===== config.mk =====
export PLATFORM = sky130hd
export DESIGN_NAME = tune_reg_i2c
export DESIGN_NICKNAME = d
export VERILOG_FILES = /design/src/rtl/tune_reg_i2c.sv
export SDC_FILE = /design/constraint.sdc
export NUM_CORES = 1
export LEC_CHECK = 0
export CORE_ASPECT_RATIO = 1.25
export CORE_MARGIN = 10
export CORE_UTILIZATION = 44
export DETAILED_ROUTE_END_ITERATION = 8
export SYNTH_ARGS = -nofsm -noshare
export SYNTH_HDL_FRONTEND = slang
export SYNTH_SLANG_ARGS = --single-unit

===== constraint.sdc =====
create_clock -name clk -period 2.8 [get_ports clk]
set_input_delay 0.42 -clock clk [delete_from_list [all_inputs] [get_ports clk]]
set_output_delay 0.42 -clock clk [all_outputs]
set_load 0.01 [all_outputs]

===== src/rtl/tune_reg_i2c.sv =====
module tune_reg_i2c #(
  parameter logic [6:0]  DEV_ADDR = 7'b1000001,
  parameter int          TEMP_W   = 12,
  parameter logic [11:0] TEMP_RST = 12'h190
) (
  input  logic              clk,
  input  logic              rst_n,
  input  logic              scl_i,
  input  logic              sda_i,
  output logic              sda_oe,
  input  logic [TEMP_W-1:0] temp_live,
  output logic [14:0]       tune_word,
  output logic              comp_hold,
  output logic              tune_strobe
);
  localparam logic [2:0] S_IDLE = 3'd0, S_ADDR = 3'd1, S_PTR = 3'd2,
                         S_WR = 3'd3, S_RD = 3'd4;

  logic [1:0] scl_sy, sda_sy;
  logic       scl_q, sda_q, scl_s, sda_s;
  logic       start_det, stop_det, scl_rise, scl_fall;
  logic [2:0] state;
  logic [3:0] bitcnt;
  logic       ack_slot, mnack;
  logic [7:0] rx, tx, ptr, reg_ctl, reg_lo, rd_byte;
  logic [TEMP_W-1:0] snap;

  assign scl_s     = scl_sy[1];
  assign sda_s     = sda_sy[1];
  assign start_det = scl_s & scl_q & sda_q & ~sda_s;
  assign stop_det  = scl_s & scl_q & ~sda_q & sda_s;
  assign scl_rise  = scl_s & ~scl_q;
  assign scl_fall  = ~scl_s & scl_q;
  assign tune_word = {reg_ctl[6:0], reg_lo};
  assign comp_hold = reg_ctl[7];

  always_comb begin
    case (ptr)
      8'h00:   rd_byte = reg_ctl;
      8'h01:   rd_byte = reg_lo;
      8'h02:   rd_byte = snap[11:4];
      8'h03:   rd_byte = {snap[3:0], 4'h0};
      default: rd_byte = 8'h00;
    endcase
  end

  always_ff @(posedge clk or negedge rst_n) begin
    if (!rst_n) begin
      scl_sy <= 2'b11;
      sda_sy <= 2'b11;
      scl_q  <= 1'b1;
      sda_q  <= 1'b1;
    end else begin
      scl_sy <= {scl_sy[0], scl_i};
      sda_sy <= {sda_sy[0], sda_i};
      scl_q  <= scl_s;
      sda_q  <= sda_s;
    end
  end

  always_ff @(posedge clk or negedge rst_n) begin
    if (!rst_n) begin
      state       <= S_IDLE;
      bitcnt      <= 4'd0;
      ack_slot    <= 1'b0;
      mnack       <= 1'b0;
      rx          <= 8'h00;
      tx          <= 8'h00;
      ptr         <= 8'h00;
      reg_ctl     <= 8'h00;
      reg_lo      <= 8'h00;
      snap        <= TEMP_RST;
      sda_oe      <= 1'b0;
      tune_strobe <= 1'b0;
    end else begin
      tune_strobe <= 1'b0;
      if (start_det) begin
        state    <= S_ADDR;
        bitcnt   <= 4'd0;
        ack_slot <= 1'b0;
        sda_oe   <= 1'b0;
      end else if (stop_det) begin
        state    <= S_IDLE;
        ack_slot <= 1'b0;
        sda_oe   <= 1'b0;
      end else if (state != S_IDLE) begin
        if (scl_rise) begin
          if (!ack_slot) begin
            rx     <= {rx[6:0], sda_s};
            bitcnt <= bitcnt + 4'd1;
          end else if (state == S_RD) begin
            mnack <= sda_s;
          end
        end else if (scl_fall) begin
          if (ack_slot) begin
            ack_slot <= 1'b0;
            bitcnt   <= 4'd0;
            sda_oe   <= 1'b0;
            if (state == S_RD) begin
              if (mnack) begin
                state <= S_IDLE;
              end else begin
                tx     <= rd_byte;
                ptr    <= ptr + 8'd1;
                sda_oe <= ~rd_byte[7];
              end
            end
          end else if (bitcnt == 4'd8) begin
            ack_slot <= 1'b1;
            case (state)
              S_ADDR: begin
                if (rx[7:1] == DEV_ADDR) begin
                  sda_oe <= 1'b1;
                  state  <= rx[0] ? S_RD : S_PTR;
                  if (!rx[0]) snap <= temp_live;
                end else begin
                  ack_slot <= 1'b0;
                  state    <= S_IDLE;
                end
              end
              S_PTR: begin
                ptr    <= rx;
                snap   <= temp_live;
                sda_oe <= 1'b1;
                state  <= S_WR;
              end
              S_WR: begin
                if (ptr == 8'h00) reg_ctl <= rx;
                if (ptr == 8'h01) begin
                  reg_lo      <= rx;
                  tune_strobe <= 1'b1;
                end
                ptr    <= ptr + 8'd1;
                sda_oe <= 1'b1;
              end
              default: sda_oe <= 1'b0;
            endcase
          end else if (state == S_RD) begin
            tx     <= {tx[6:0], 1'b0};
            sda_oe <= ~tx[6];
          end
        end
      end
    end
  end
endmodule


==> results.txt, run 1 <==
outcome = complete, no violations
#FFs+latches synth = 68
CTS sink count = 68
drt via density = 5.96
DRT met1 WL = 3.55 mm
Ys Warns = 0
Critical Path Source = ptr[0]$_DFFE_PN0P_
f_max = 452 MHz
Finish-stage setup viols = 0
global route overflow = 0
CP Capture Type = flop
cell taking the most area after synthesis = dfrtp_1
Synth top cells by count = dfrtp_1, mux2_2, nand2_1
Clock Root Buffer = clkbuf_8
PD cells = 506 nW/um^2
max-slew violation count = 0
CP Buf/Inv Count = 1
TritonRoute pass-1 iters = 5
Seq. cell area = 1710 sq um
Max Cap Viol = 0
Syn Nets = 311
Ports = 34
RR Endpoint = tx[1]$_DFFE_PN0P_
met2 wire len = 4.22 mm
most common cell in the netlist = dfrtp_1
initial antenna violation count = 0
Clock transition at path regs = 0.08 ns
die width = 98.6 um
Final Util = 54.3%
Final Hold Fails = 0
Seq/Total Area, Yosys = 50.4%
R2R Setup Slk = 0.59 ns
pin count of the biggest net entering global routing = 28
asr flop ratio synth = 100%
Clock Skew = 0.0122 ns
shortest period the worst path allows = 2.21 ns
post-synth cell types = 59
die area = 11700 sq um
placer congestion estimate = 0.807
area grow syn2layout = 18.9%
peak supply drop = 0.000391 V
Critical Path AT = 2.45 ns
hpwl dp = 5.97 mm
hold_buf cts = 0
row count = 35
ant diodes = 0
Worst Setup EP = tx[1]$_DFFE_PN0P_
DR WL met3 = 544 um
Worst path depth = 6
number of routed nets with antenna violations = 0
Final TNS setup = 0 ns
CP top delay family = simple AND/OR/NAND/NOR gates
Port Buffer Count = 33
routed len/inst = 20.1 um
worst skew pair latency = 0.34 ns
Max-slew headroom = 42.0%
syn avg cell area = 11.8 sq um
via count = 2496
Area contributors post-synth = dfrtp_1, mux2_2, dfstp_2, mux2i_1, ha_1
Required @ worst endpoint = 3.04 ns
slowest stage cell, crit path = or4_4
Gate Count Post-Synth = 289
Reg2Reg Launch Point = ptr[0]$_DFFE_PN0P_
unrepaired setup endpoints after global routing = no
Tcrit/Tclk final = 79.1%
die extent in y = 118 um
Hold Crit Class = primary input to async pin
multi-input logic area = 1600 sq um
cell breakdown of the critical path = inv_1 -> ha_1 -> o41ai_1 -> or4_4 -> nand3b_4 -> o221ai_1
Core Region = 7440 sq um
1st-iter DRT viols = 137
GRT Overall Usage = 14.6%
first-pass GRT wire length = 14.0 mm
Largest stage delay, worst path = 0.48 ns
share of cells above drive strength 1 = 26.3%
CTS tree = built
Initial Util = 45.7%
TritonCTS Buffers = 9
final net count = 344
mapped cell area = 3400 sq um
postcts setup bufs = 0
PostCTS Resize Cnt = 0
worst-margin pin slew = 0.869 ns
Reg2Reg Depth = 6
DR DRC count = 0
WL final = 8.44 mm
highest routed layer = met4
fill count = 683
EDFF count, synth = 0
startpoint types = flop
top-area cell type share of the netlist area = 43.4%
static leakage = 0.00178 uW
CTS HTree Levels = 3
Crit Path Class = flop to flop
Most used DFF post-synth = dfrtp_1
vias in the first global route = 2680
CP max FO = 10
CTS max path bufs = 2
==> layer usage <==
layer | GRT usage, % | up-vias
met5 | 0 | -
met4 | 4.67 | 0
met3 | 4.37 | 11
met2 | 24.2 | 66
met1 | 17.7 | 1245
li1 | - | 1174
==> worst min path at each step <==
stage	startpoint	endpoint	slack [ns]	cells after the start
4_1_cts	rst_n	reg_lo[1]$_DFFE_PN0P_	0.04	1
6_report	rst_n	snap[9]$_DFFE_PN0P_	0.04	1
5_1_grt	rst_n	snap[9]$_DFFE_PN0P_	0.04	1
2_1_floorplan	rst_n	ack_slot$_DFFE_PN0P_	0.12	0
3_5_place_dp	scl_sy[0]$_DFF_PN1_	scl_sy[1]$_DFF_PN1_	0.35	0
3_3_place_gp	scl_sy[0]$_DFF_PN1_	scl_sy[1]$_DFF_PN1_	0.35	0
==> through the flow <==
step | power, uW | cell area, sq um | hold WS (ns) | setup slack (ns) | instances
after floorplan | 1090 | 3400 | 0.124 | 0.688 | 289
after global placement | 1160 | 3820 | 0.345 | 0.664 | 403
after detailed placement | 1160 | 3820 | 0.349 | 0.655 | 403
after CTS | 2070 | 4040 | 0.0363 | 0.618 | 419
after global routing | 2130 | 4040 | 0.0356 | 0.494 | 419
final | 2050 | 4040 | 0.0368 | 0.586 | 419
==> report_power, final <==
| group | leakage (uW) | internal (uW) | switching (uW) | total (uW) |
|---|---|---|---|---|
| Sequential | 0.000916 | 1000 | 36.7 | 1040 |
| Clock | 0.000105 | 524 | 387 | 911 |
| Combinational | 0.000756 | 46.0 | 48.7 | 94.7 |
==> registers in the layout (all words and copies together) (netlist names), 2 cells and up <==
signal	flops
snap	12
reg_lo	8
ptr	8
scl_sy	2
reg_ctl	8
sda_sy	2
state	3
tx	7
rx	8
bitcnt	4
==> layout make-up <==
class,count,share of cell area [%]
Sequential cell,68,42.4
Timing Repair Buffer,37,8.79
Inverter,8,0.743
Clock inverter,6,2.17
Tap cell,92,2.85
Multi-Input combinational cell,198,39.7
Clock buffer,10,3.41
==> placed cells by master (no fill, tap or decap), drive strengths merged, types with 2 or more instances in the layout <==
cell           netlist  final
or4                  3      3
nor4                 3      3
o2bb2ai              4      4
nor2                 4      4
clkinvlp             0      3
nor2b                5      5
a21oi                8      8
or3                  4      4
nand2b               3      3
buf                  2      5
mux2i               11     11
a222oi               4      4
clkdlybuf4s50        0     32
nor3                 6      6
nand3               15     15
a31oi                6      6
dfrtp               59     59
nand3b               3      3
inv                  8      8
o221ai               2      2
o22ai                5      5
a211oi               3      3
o21ai                6      6
a22o                 4      4
ha                   6      6
a31o                 2      2
nand2               19     19
a221oi               4      4
dfstp                9      9
bufinv               0      2
o31ai                2      2
clkbuf              13     10
nor3b                2      2
and3b                2      2
mux2                41     41
nand4                3      3
==> cells by family (layout without fill, tap and decap cells) <==
group / after synthesis / after routing / synth area share (%)
simple gates: 79 / 79 / 14.5
flops: 68 / 68 / 50.4
compound gates: 60 / 60 / 13.2
mux: 52 / 52 / 16.8
buf+inv: 23 / 61 / 2.61
fa+ha+maj: 6 / 6 / 2.21
xor+xnor: 1 / 1 / 0.258
Power figures use the tool's default switching activity.
==> inputs of run 2 (changes only) <==
clock period = 2.2 ns   (was 2.8 ns; I/O delays follow)
==> results.txt, run 2 (same netlist as run 1, synthesis figures left out) <==
outcome = complete, but fails checks
failing checks = hold timing
Cell Count, Final, Fillers Out = 438
die extent in y = 118 um
shortest period the worst path allows = 2.07 ns
area grow syn2layout = 22.6%
drt via density = 5.88
share of cells above drive strength 1 = 30.3%
Core Region = 7440 sq um
hpwl dp = 6.17 mm
Clock Root Buffer = clkbuf_8
hold_buf cts = 0
vias in the first global route = 2648
Psw = 631 uW
Finish-stage setup viols = 0
die area = 11700 sq um
clock group share of total power = 39.8%
PD cells = 583 nW/um^2
Required @ worst endpoint = 2.43 ns
Ports = 34
Critical Path Source = scl_q$_DFF_PN1_
Internal Pwr Total = 1800 uW
Sw Share = 26.0%
CTS HTree Levels = 3
Crit Path Class = flop to flop
ant diodes = 0
multi-input logic area = 1600 sq um
Critical Path AT = 2.30 ns
via count = 2575
CTS max path bufs = 2
routed len/inst = 19.6 um
pre-CTS setup slack = 0.126 ns
cell breakdown of the critical path = nor2b_1 -> nand3_1 -> nor3_2 -> buf_12 -> mux2_2
initial antenna violation count = 0
f_max = 482 MHz
unrepaired setup endpoints after global routing = no
pin count of the biggest net entering global routing = 69
Port Buffer Count = 33
Max Cap Viol = 0
startpoint types = flop
worst hold slack = -0.00111 ns
CTS sink count = 68
max-slew violation count = 0
postcts setup bufs = 0
Largest stage delay, worst path = 0.59 ns
leading cell type in the layout, fill and taps excluded = dfrtp_1
Hold Crit Class = primary input to async pin
CP Capture Type = flop
CTS tree = built
Clock Skew = 0.0111 ns
CP Buf/Inv Count = 1
PostCTS Resize Cnt = 0
Initial Util = 45.7%
peak supply drop = 0.000400 V
slowest stage cell, crit path = dfstp_2
fill count = 667
number of routed nets with antenna violations = 0
Final WS setup = 0.125 ns
first-pass GRT wire length = 14.2 mm
worst-margin pin slew = 0.570 ns
most frequent cells in the layout = dfrtp_1, mux2_2, clkdlybuf4s50_1, buf_4, nand2_1
TritonRoute pass-1 iters = 7
worst skew pair latency = 0.34 ns
Final TNS setup = 0 ns
placed cells = 422
die width = 98.6 um
Final Hold Fails = 10
Seq pwr share = 54.1%
Comb pwr share = 6.0%
Seq. cell area = 1710 sq um
1st-iter DRT viols = 150
Biggest register = snap
max FFs per register = 12
TritonCTS Buffers = 9
Final Util = 56.0%
static leakage = 0.00186 uW
Clock transition at path regs = 0.08 ns
Reg2Reg Launch Point = scl_q$_DFF_PN1_
Tcrit/Tclk final = 94.3%
GRT Overall Usage = 14.8%
final net count = 363
row count = 35
placer congestion estimate = 0.853
DR DRC count = 0
Max-slew headroom = 62.0%
global route overflow = 0
WL final = 8.59 mm
CP max FO = 12
CP top delay family = simple AND/OR/NAND/NOR gates
==> run 2: cell count changes in the layout (fill, tap and decap cells not counted) <==
cell        change
buf_4          +17
buf_12          +2
bufinv_16       -2
inv_6           +2
clkinv_4        +1
clkinvlp_4      -1
==> run 2: per-layer routing <==
metal / vias up / wire, um / GRT usage [%]
li1: 1211 / - / -
met1: 1276 / 3960 / 19.0
met2: 78 / 4170 / 23.9
met3: 10 / 346 / 2.62
met4: 0 / 119 / 5.57
met5: - / 0 / 0
==> run 2: area by class of cell <==
class,count,share of cell area [%]
Sequential cell,68,41.1
Multi-Input combinational cell,198,38.5
Timing Repair Buffer,56,12.5
Clock buffer,10,3.30
Tap cell,92,2.76
Clock inverter,6,1.11
Inverter,8,0.721
==> run 2: path summary, 6_finish.rpt <==
| check | to | slack (ns) | cells past startpoint |
|---|---|---|---|
| max in group asynchronous | snap[4]$_DFFE_PN1P_ | 1.87 | 2 |
| min in group clk | sda_sy[1]$_DFF_PN1_ | 0.36 | 0 |
| max | snap[9]$_DFFE_PN0P_ | 0.13 | 5 |
| min reg2reg | sda_sy[1]$_DFF_PN1_ | 0.36 | 0 |
| min | state[1]$_DFFE_PN0P_ | -0.001 | 2 |
| max reg2reg | snap[9]$_DFFE_PN0P_ | 0.13 | 5 |
==> run 2: power by group through the flow <==
stage          sequential (uW)  combinational, uW  clock (uW)
3_3_place_gp              1340                150           0
4_1_cts                   1310                150         993
5_1_grt                   1320                165        1050
6_report                  1310                147         968
2_1_floorplan             1320               62.0           0
3_5_place_dp              1340                150           0
==> run 2: through the flow <==
| step | power (uW) | cell area, sq um |
|---|---|---|
| floorplan | 1390 | 3400 |
| global placement | 1490 | 3980 |
| detailed placement | 1490 | 3980 |
| CTS | 2460 | 4170 |
| global route | 2530 | 4170 |
| finish | 2430 | 4170 |
==> inputs of run 3 (changes only) <==
CTS_CLUSTER_DIAMETER = 80   (was default)
==> results of run 3 <==
No change in the layout: final DEF, timing and power equal those of run 2.
